**src/rtl/stbpk_pkg.sv**
```systemverilog
package stbpk_pkg;
  typedef enum logic [1:0] {
    ST_IDLE    = 2'd0,
    ST_SCAN    = 2'd1,
    ST_SCATTER = 2'd2,
    ST_HOLD    = 2'd3
  } stbpk_state_e;
endpackage

```
**src/rtl/stbpk_ctrl.sv**
```systemverilog
module stbpk_ctrl
  import stbpk_pkg::*;
#(
  parameter int N = 8,
  localparam int LOG2N = $clog2(N),
  localparam int STW = $clog2(LOG2N + 1)
) (
  input  logic           clk,
  input  logic           rst_n,
  input  logic           in_valid,
  input  logic           out_ready,
  output logic           in_ready,
  output logic           load,
  output logic           step,
  output logic           scatter,
  output logic           out_valid,
  output logic           done,
  output logic [STW-1:0] stage
);
  stbpk_state_e state_q;
  logic [STW-1:0] stage_q;
  logic done_q;

  localparam logic [STW-1:0] LAST_STAGE = STW'(LOG2N - 1);

  assign in_ready  = (state_q == ST_IDLE);
  assign load      = in_valid && (state_q == ST_IDLE);
  assign step      = (state_q == ST_SCAN);
  assign scatter   = (state_q == ST_SCATTER);
  assign out_valid = (state_q == ST_HOLD);
  assign done      = done_q;
  assign stage     = stage_q;

  always_ff @(posedge clk) begin
    if (!rst_n) begin
      state_q <= ST_IDLE;
      stage_q <= '0;
      done_q  <= 1'b0;
    end else begin
      done_q <= (state_q == ST_SCATTER);
      unique case (state_q)
        ST_IDLE: begin
          if (in_valid) begin
            state_q <= ST_SCAN;
            stage_q <= '0;
          end
        end
        ST_SCAN: begin
          if (stage_q == LAST_STAGE) state_q <= ST_SCATTER;
          else stage_q <= stage_q + 1'b1;
        end
        ST_SCATTER: state_q <= ST_HOLD;
        ST_HOLD: if (out_ready) state_q <= ST_IDLE;
        default: state_q <= ST_IDLE;
      endcase
    end
  end


  ready_excl_chk: assert property (@(posedge clk) disable iff (!rst_n)
    !(in_ready && out_valid));

  done_in_valid_chk: assert property (@(posedge clk) disable iff (!rst_n)
    done |-> out_valid);

  done_single_chk: assert property (@(posedge clk) disable iff (!rst_n)
    done |=> !done);

  hold_valid_chk: assert property (@(posedge clk) disable iff (!rst_n)
    (out_valid && !out_ready) |=> out_valid);

  release_chk: assert property (@(posedge clk) disable iff (!rst_n)
    (out_valid && out_ready) |=> (in_ready && !out_valid));

  stage_range_chk: assert property (@(posedge clk) disable iff (!rst_n)
    step |-> (stage <= LAST_STAGE));
endmodule

```
**src/rtl/stbpk_scan.sv**
```systemverilog
module stbpk_scan #(
  parameter int N = 8,
  localparam int LOG2N = $clog2(N),
  localparam int STW = $clog2(LOG2N + 1),
  localparam int CW = $clog2(N + 1)
) (
  input  logic                  clk,
  input  logic                  rst_n,
  input  logic                  load,
  input  logic [N-1:0]          load_flags,
  input  logic                  step,
  input  logic [STW-1:0]        stage,
  output logic [N-1:0][CW-1:0]  cnt
);
  logic [N-1:0][CW-1:0] cnt_q;
  logic [N-1:0][CW-1:0] addend;

  always_comb begin
    for (int i = 0; i < N; i++) begin
      addend[i] = '0;
      for (int s = 0; s < LOG2N; s++) begin
        if (stage == STW'(s) && i >= (1 << s)) begin
          addend[i] = cnt_q[(i >= (1 << s)) ? (i - (1 << s)) : 0];
        end
      end
    end
  end

  always_ff @(posedge clk) begin
    if (!rst_n) begin
      cnt_q <= '0;
    end else if (load) begin
      for (int i = 0; i < N; i++) cnt_q[i] <= CW'(load_flags[i]);
    end else if (step) begin
      for (int i = 0; i < N; i++) cnt_q[i] <= cnt_q[i] + addend[i];
    end
  end

  assign cnt = cnt_q;


  head_fixed_chk: assert property (@(posedge clk) disable iff (!rst_n)
    (step && !load) |=> $stable(cnt[0]));

  tail_grows_chk: assert property (@(posedge clk) disable iff (!rst_n)
    (step && !load) |=> (cnt[N-1] >= $past(cnt[N-1])));
endmodule

```
**src/rtl/stbpk_scatter.sv**
```systemverilog
module stbpk_scatter #(
  parameter int N = 8,
  parameter int W = 8,
  localparam int CW = $clog2(N + 1)
) (
  input  logic [N-1:0][W-1:0]  src,
  input  logic [N-1:0]         flag,
  input  logic [N-1:0][CW-1:0] cnt_set,
  input  logic [N-1:0][CW-1:0] cnt_clr,
  output logic [N-1:0][W-1:0]  dst,
  output logic [N-1:0][N-1:0]  sel
);
  logic [N-1:0][CW-1:0] slot;

  always_comb begin
    for (int i = 0; i < N; i++) begin
      if (flag[i]) slot[i] = cnt_set[i] - 1'b1;
      else         slot[i] = cnt_set[N-1] + cnt_clr[i] - 1'b1;
    end
  end

  for (genvar j = 0; j < N; j++) begin : g_slot
    always_comb begin
      dst[j] = '0;
      for (int i = 0; i < N; i++) begin
        sel[j][i] = (slot[i] == CW'(j));
        if (sel[j][i]) dst[j] = dst[j] | src[i];
      end
    end
  end
endmodule

```
**src/rtl/stbpk_top.sv**
```systemverilog
module stbpk_top #(
  parameter int N = 8,
  parameter int W = 8,
  localparam int LOG2N = $clog2(N),
  localparam int STW = $clog2(LOG2N + 1),
  localparam int CW = $clog2(N + 1)
) (
  input  logic           clk,
  input  logic           rst_n,
  input  logic           in_valid,
  output logic           in_ready,
  input  logic [N*W-1:0] in_data,
  input  logic [N-1:0]   in_mark,
  output logic           out_valid,
  input  logic           out_ready,
  output logic [N*W-1:0] out_data,
  output logic [CW-1:0]  out_count,
  output logic           done
);
  logic load, step, scatter;
  logic [STW-1:0] stage;
  logic [N-1:0][W-1:0]  data_q;
  logic [N-1:0]         mark_q;
  logic [N-1:0][CW-1:0] cnt_set, cnt_clr;
  logic [N-1:0][W-1:0]  packed_w;
  logic [N-1:0][N-1:0]  sel;
  logic [N-1:0][W-1:0]  res_q;
  logic [CW-1:0]        count_q;

  stbpk_ctrl #(.N(N)) u_ctrl (
    .clk(clk), .rst_n(rst_n), .in_valid(in_valid), .out_ready(out_ready),
    .in_ready(in_ready), .load(load), .step(step), .scatter(scatter),
    .out_valid(out_valid), .done(done), .stage(stage)
  );

  always_ff @(posedge clk) begin
    if (!rst_n) begin
      data_q <= '0;
      mark_q <= '0;
    end else if (load) begin
      data_q <= in_data;
      mark_q <= in_mark;
    end
  end

  stbpk_scan #(.N(N)) u_scan_set (
    .clk(clk), .rst_n(rst_n), .load(load), .load_flags(in_mark),
    .step(step), .stage(stage), .cnt(cnt_set)
  );

  stbpk_scan #(.N(N)) u_scan_clr (
    .clk(clk), .rst_n(rst_n), .load(load), .load_flags(~in_mark),
    .step(step), .stage(stage), .cnt(cnt_clr)
  );

  stbpk_scatter #(.N(N), .W(W)) u_scatter (
    .src(data_q), .flag(mark_q), .cnt_set(cnt_set), .cnt_clr(cnt_clr),
    .dst(packed_w), .sel(sel)
  );

  always_ff @(posedge clk) begin
    if (!rst_n) begin
      res_q   <= '0;
      count_q <= '0;
    end else if (scatter) begin
      res_q   <= packed_w;
      count_q <= cnt_set[N-1];
    end
  end

  assign out_data  = res_q;
  assign out_count = count_q;


  counts_cover_chk: assert property (@(posedge clk) disable iff (!rst_n)
    scatter |-> (32'(cnt_set[N-1]) + 32'(cnt_clr[N-1]) == N));

  count_bound_chk: assert property (@(posedge clk) disable iff (!rst_n)
    out_valid |-> (32'(out_count) <= N));

  hold_data_chk: assert property (@(posedge clk) disable iff (!rst_n)
    (out_valid && !out_ready) |=> ($stable(out_data) && $stable(out_count)));

  inputs_frozen_chk: assert property (@(posedge clk) disable iff (!rst_n)
    !in_ready |=> ($stable(data_q) && $stable(mark_q)));

  for (genvar j = 0; j < N; j++) begin : g_cov

    slot_onehot_chk: assert property (@(posedge clk) disable iff (!rst_n)
      scatter |-> $onehot(sel[j]));
  end
endmodule

```
**config.mk**
```make
export PLATFORM = sky130hd
export DESIGN_NAME = stbpk_top
export DESIGN_NICKNAME = d
export VERILOG_FILES = /design/src/rtl/stbpk_pkg.sv /design/src/rtl/stbpk_ctrl.sv /design/src/rtl/stbpk_scan.sv /design/src/rtl/stbpk_scatter.sv /design/src/rtl/stbpk_top.sv
export SDC_FILE = /design/constraint.sdc
export NUM_CORES = 1
export LEC_CHECK = 0
export ABC_AREA = 1
export BUFFER_PORTS_ARGS = -buffer_cell sky130_fd_sc_hd__buf_2
export CORE_ASPECT_RATIO = 0.75
export CORE_MARGIN = 2
export CORE_UTILIZATION = 40
export CTS_CLUSTER_DIAMETER = 60
export DETAILED_ROUTE_END_ITERATION = 8
export PLACE_DENSITY = 0.69
export SYNTH_ARGS = -nofsm -noshare
export SYNTH_HDL_FRONTEND = slang
export SYNTH_SLANG_ARGS = --single-unit
```
**constraint.sdc**
```tcl
create_clock -name clk -period 4.25 [get_ports clk]
set_clock_uncertainty 0.1 [all_clocks]
set_input_delay 0.2125 -clock clk [delete_from_list [all_inputs] [get_ports clk]]
set_output_delay 0.2125 -clock clk [all_outputs]
set_load 0.05 [all_outputs]
```
==> impl.org <==
** CTS
- In this run the number of H-tree levels came out at 1.
- Clock latency at the later pin of the worst-skew pair :: 0.58 ns
- TritonCTS clock tree :: built
- The longest clock path from root to sink contains 3 buffers.
- TritonCTS created 25 clock buffers.
- Clock-pin transition on the worst setup and hold timing paths :: 0.06 ns
- After clock tree synthesis, the flow added hold-fix buffers numbering between 70 and 80.
- Clk sink count :: 203
- Buffers added to address setup during post-CTS repair amount to 0.
- Post_cts resized :: 0
- The root buffer cell chosen for the clock tree is clkbuf_16.

** Die
- Core area :: 0.03832 sq mm
- The die is 175.0 um tall.
- Initial standard-cell utilization of the core :: 0.4068
- The die covers 0.04059 sq mm.
- Number of rows in the core area :: 62
- During I/O placement, the number of pins put on the boundary was 147.
- Die width :: 232.0 um

** Pwr
- Summed over all cells, the static leakage comes to 0.008157 uW.
- Across the VDD grid, the largest voltage drop is 0.6884 mV.
- In this run the power density over the cells is 701.9 mW/mm^2.

** STA
- Counting I/O delays and the setup requirement, the final critical path takes about 3.7 ns.
- Share of the clock period used by the worst path after layout :: 0.8691
- Setup repair after global routing left no endpoint under its margin.
- Number of endpoints failing setup at the final stage :: 0
- At the pin with the least slew margin, the transition time is between 0.9 and 1 ns.
- The number of pins exceeding their max-slew limit in the final report came to 0.
- Adding up every negative setup slack in the final design gives 0 ns.
- The number of endpoints with negative hold slack in the final report is 0.
- Max-slew headroom :: 0.3375
- Static timing analysis puts the maximum clock frequency at about 0.27 GHz.

** Layout
- In the final layout, the share of cells above drive strength 1 is 0.1022.
- Most common library cell in the layout ignoring fill and taps :: nor2_1
- Area Overhead vs Synth :: 17.98%
- In the layout the commonest cells are nor2_1 (919), nand2_1 (419), dfxtp_1 (203), o21ai_0 (189), inv_1 (182).
- For this run, the share of the core covered by cells in the final layout is 0.4800.
- Number of nets at the end of the flow :: around 3000

** Setup path
- STA classifies the critical path endpoint as a register.
- Traced cell by cell, the critical path runs through inv_1 > ha_1 > inv_1 > ha_1 > fa_1 > inv_1 > o21ai_0 > inv_1 > nand4_1 > nor2_1 > nor2_1 > nand2_1 > nor2_1 > nor2_1.
- Cell count along the critical path :: 14
- Reg2reg setup slack :: ~0.56 ns
- In this design, the largest share of critical-path delay is due to adder cells.
- Depth of the worst register-to-register path :: 14
- Of all nets on the critical path, the largest fanout is 10.
- CP Class :: reg -> reg
- The endpoint identified for the worst register-to-register timing path is out_data[0].
- Startpoint of the worst setup timing path :: u_scan_set.cnt[29]
- Worst path slowest cell :: fa_1
- For this run, the slowest stage of the critical path takes 0.54 ns.
- Capture point of the worst path :: out_data[0]
- STA puts the critical path data arrival time at 4.05 ns.
- STA puts the critical path data required time at 4.61 ns.
- Buffering stage count on the worst path with inverters included :: 4
- RR Startpoint :: u_scan_set.cnt[29]
- Worst Setup Start Kind :: register

** Global routing
- Global-route congestion overflow total :: 0
- The first global-routing pass estimated 104.0 mm of wire.
- Maximum number of pins on one net before global-route repair :: 95
- The number of antenna violations at the first check in global routing came to 2.
- Across every metal layer, demand over resource in global routing totals 0.3391.
- Vias in the first global route :: 16890

** Drt
- WL/cell :: 21.37 um
- Via Count :: 18930
- Detailed-router iteration count before antenna repair :: 6
- After detailed routing, the number of vias per cell comes to 5.716.
- The detail route stage leaves a number of antenna-violating nets equal to 0.
- Total detailed-routing wirelength :: just over 70 mm
- After the first detailed-routing iteration, the DRC count stood at 3163.
- # DRC :: 0

** Worst hold path
- Type of the most critical hold path :: in -> reg

** Yosys
- The Yosys step of the flow raised 0 warnings.
- Of the post-synthesis cell area, the dominant cell type holds 0.2607.
- Number of synthesized register bits :: 203
- Netlist Area Pre-Place :: 0.01559 sq mm
- After synthesis, the netlist uses 42 different library cells.
- The synthesized design contains 0 enable-type register cells.
- Among all flip-flop cells after synthesis, the most frequent one is dfxtp_1.
- In the synthesized netlist the async set-or-reset flop fraction comes to 0.
- Summed over all instances, the cell type with the most area after synthesis is dfxtp_1.
- Synthesis produced a netlist whose cell count is roughly 2600.
- Synthesized area per cell :: between 5 and 6 sq um
- Area contributors post-synth :: dfxtp_1 (26%), nor2_1 (22%), nand2_1 (10%), ha_1 (6.7%), o21ai_0 (6.1%)
- Syn Nets :: 2780
- For this run, the register share of the synthesized area comes to 0.2607.

** Placed design
- Gp weighted congestion :: 1.035
- Hpwl dp :: 50.31 mm
- In this run the tool buffered the top-level ports with between 100 and 150 buffer cells.

** Job
- Maximum capacitance violations :: 0

** Status
- Result of the run :: finished, final reports clean
==> layout make-up <==
type | instances | area [sq um]
Timing Repair Buffer | 245 | 1662
Multi-Input combinational cell | 2054 | 10200
Fill cell | 3976 | 19930
Antenna cell | 2 | 5.005
Clock inverter | 14 | 180.2
Sequential cell | 203 | 4064
Tap cell | 512 | 640.6
Inverter | 250 | 945.9
Clock buffer | 32 | 691.9
==> worst min-delay path by stage <==
stage	to	slack [ns]	start	cells after the start
finish	data_q[57]	0.17	rst_n	4
global route	u_ctrl.state_q[1]	0.18	rst_n	4
CTS	u_scan_clr.cnt[0]	0.17	rst_n	4
detailed placement	u_ctrl.stage[1]	0.38	u_ctrl.stage[1]	2
global placement	u_ctrl.stage[1]	0.37	u_ctrl.stage[1]	2
floorplan	mark_q[7]	0.28	in_mark[7]	2
==> flip-flops by register name (all words and copies together) (netlist names) <==
name            flops
data_q             64
mark_q              8
out_count           4
out_data           64
u_ctrl.done         1
u_ctrl.stage        2
u_ctrl.state_q      2
u_scan_clr.cnt     29
u_scan_set.cnt     29
==> power by group <==
part / internal [uW] / switching (uW)
Clock: 1300 / 994
Combinational: 1900 / 5950
Sequential: 2390 / 378
Total: 5590 / 7320
==> routing by layer <==
layer  up-vias  share of wire  global-route usage
met4         8          0.028             0.08494
met1      8668           0.43              0.4944
met2      1336           0.39              0.4771
met3       167           0.15              0.1053
met5         -         0.0022             0.02163
li1       8754              -                   -
==> per-stage QoR <==
stage / instance area, sq um / total power, uW / hold slack (ns) / setup slack (ns) / instances
after floorplan: 15590 / 7735 / 0.2764 / 1.403 / 2601
after global placement: 16780 / 10090 / 0.3681 / 0.7697 / 3190
after detailed placement: 16780 / 10200 / 0.3793 / 0.6893 / 3190
after CTS: 18390 / 12570 / 0.1732 / 0.6836 / 3310
after global routing: 18390 / 13510 / 0.1835 / 0.3162 / 3311
final: 18390 / 12910 / 0.1728 / 0.5563 / 3312
==> Yosys cell counts (29+ instances only) <==
master,count
nor2_1,919
clkinv_1,58
inv_1,182
nand4_2,29
nand4_1,61
ha_1,84
nand2_1,420
clkbuf_1,69
o21ai_1,34
nand3_1,34
dfxtp_1,203
a21oi_1,144
o21ai_0,189
==> logic make-up after synthesis <==
kind of cell | share of synthesized area
and+or+nand+nor | 0.3975
DFF | 0.2607
xor gates and xnor gates | 0.006741
adders and majority gates | 0.09181
AOI/OAI and AO/OA | 0.1572
buffers and inverters | 0.08611
==> tightest hold or removal path, cell delays in order <==
cell	delay (ns)
buf_4	0.11
buf_4	0.28
o21ai_0	0.14
a21oi_1	0.05
(Power assumes the default switching activity.)
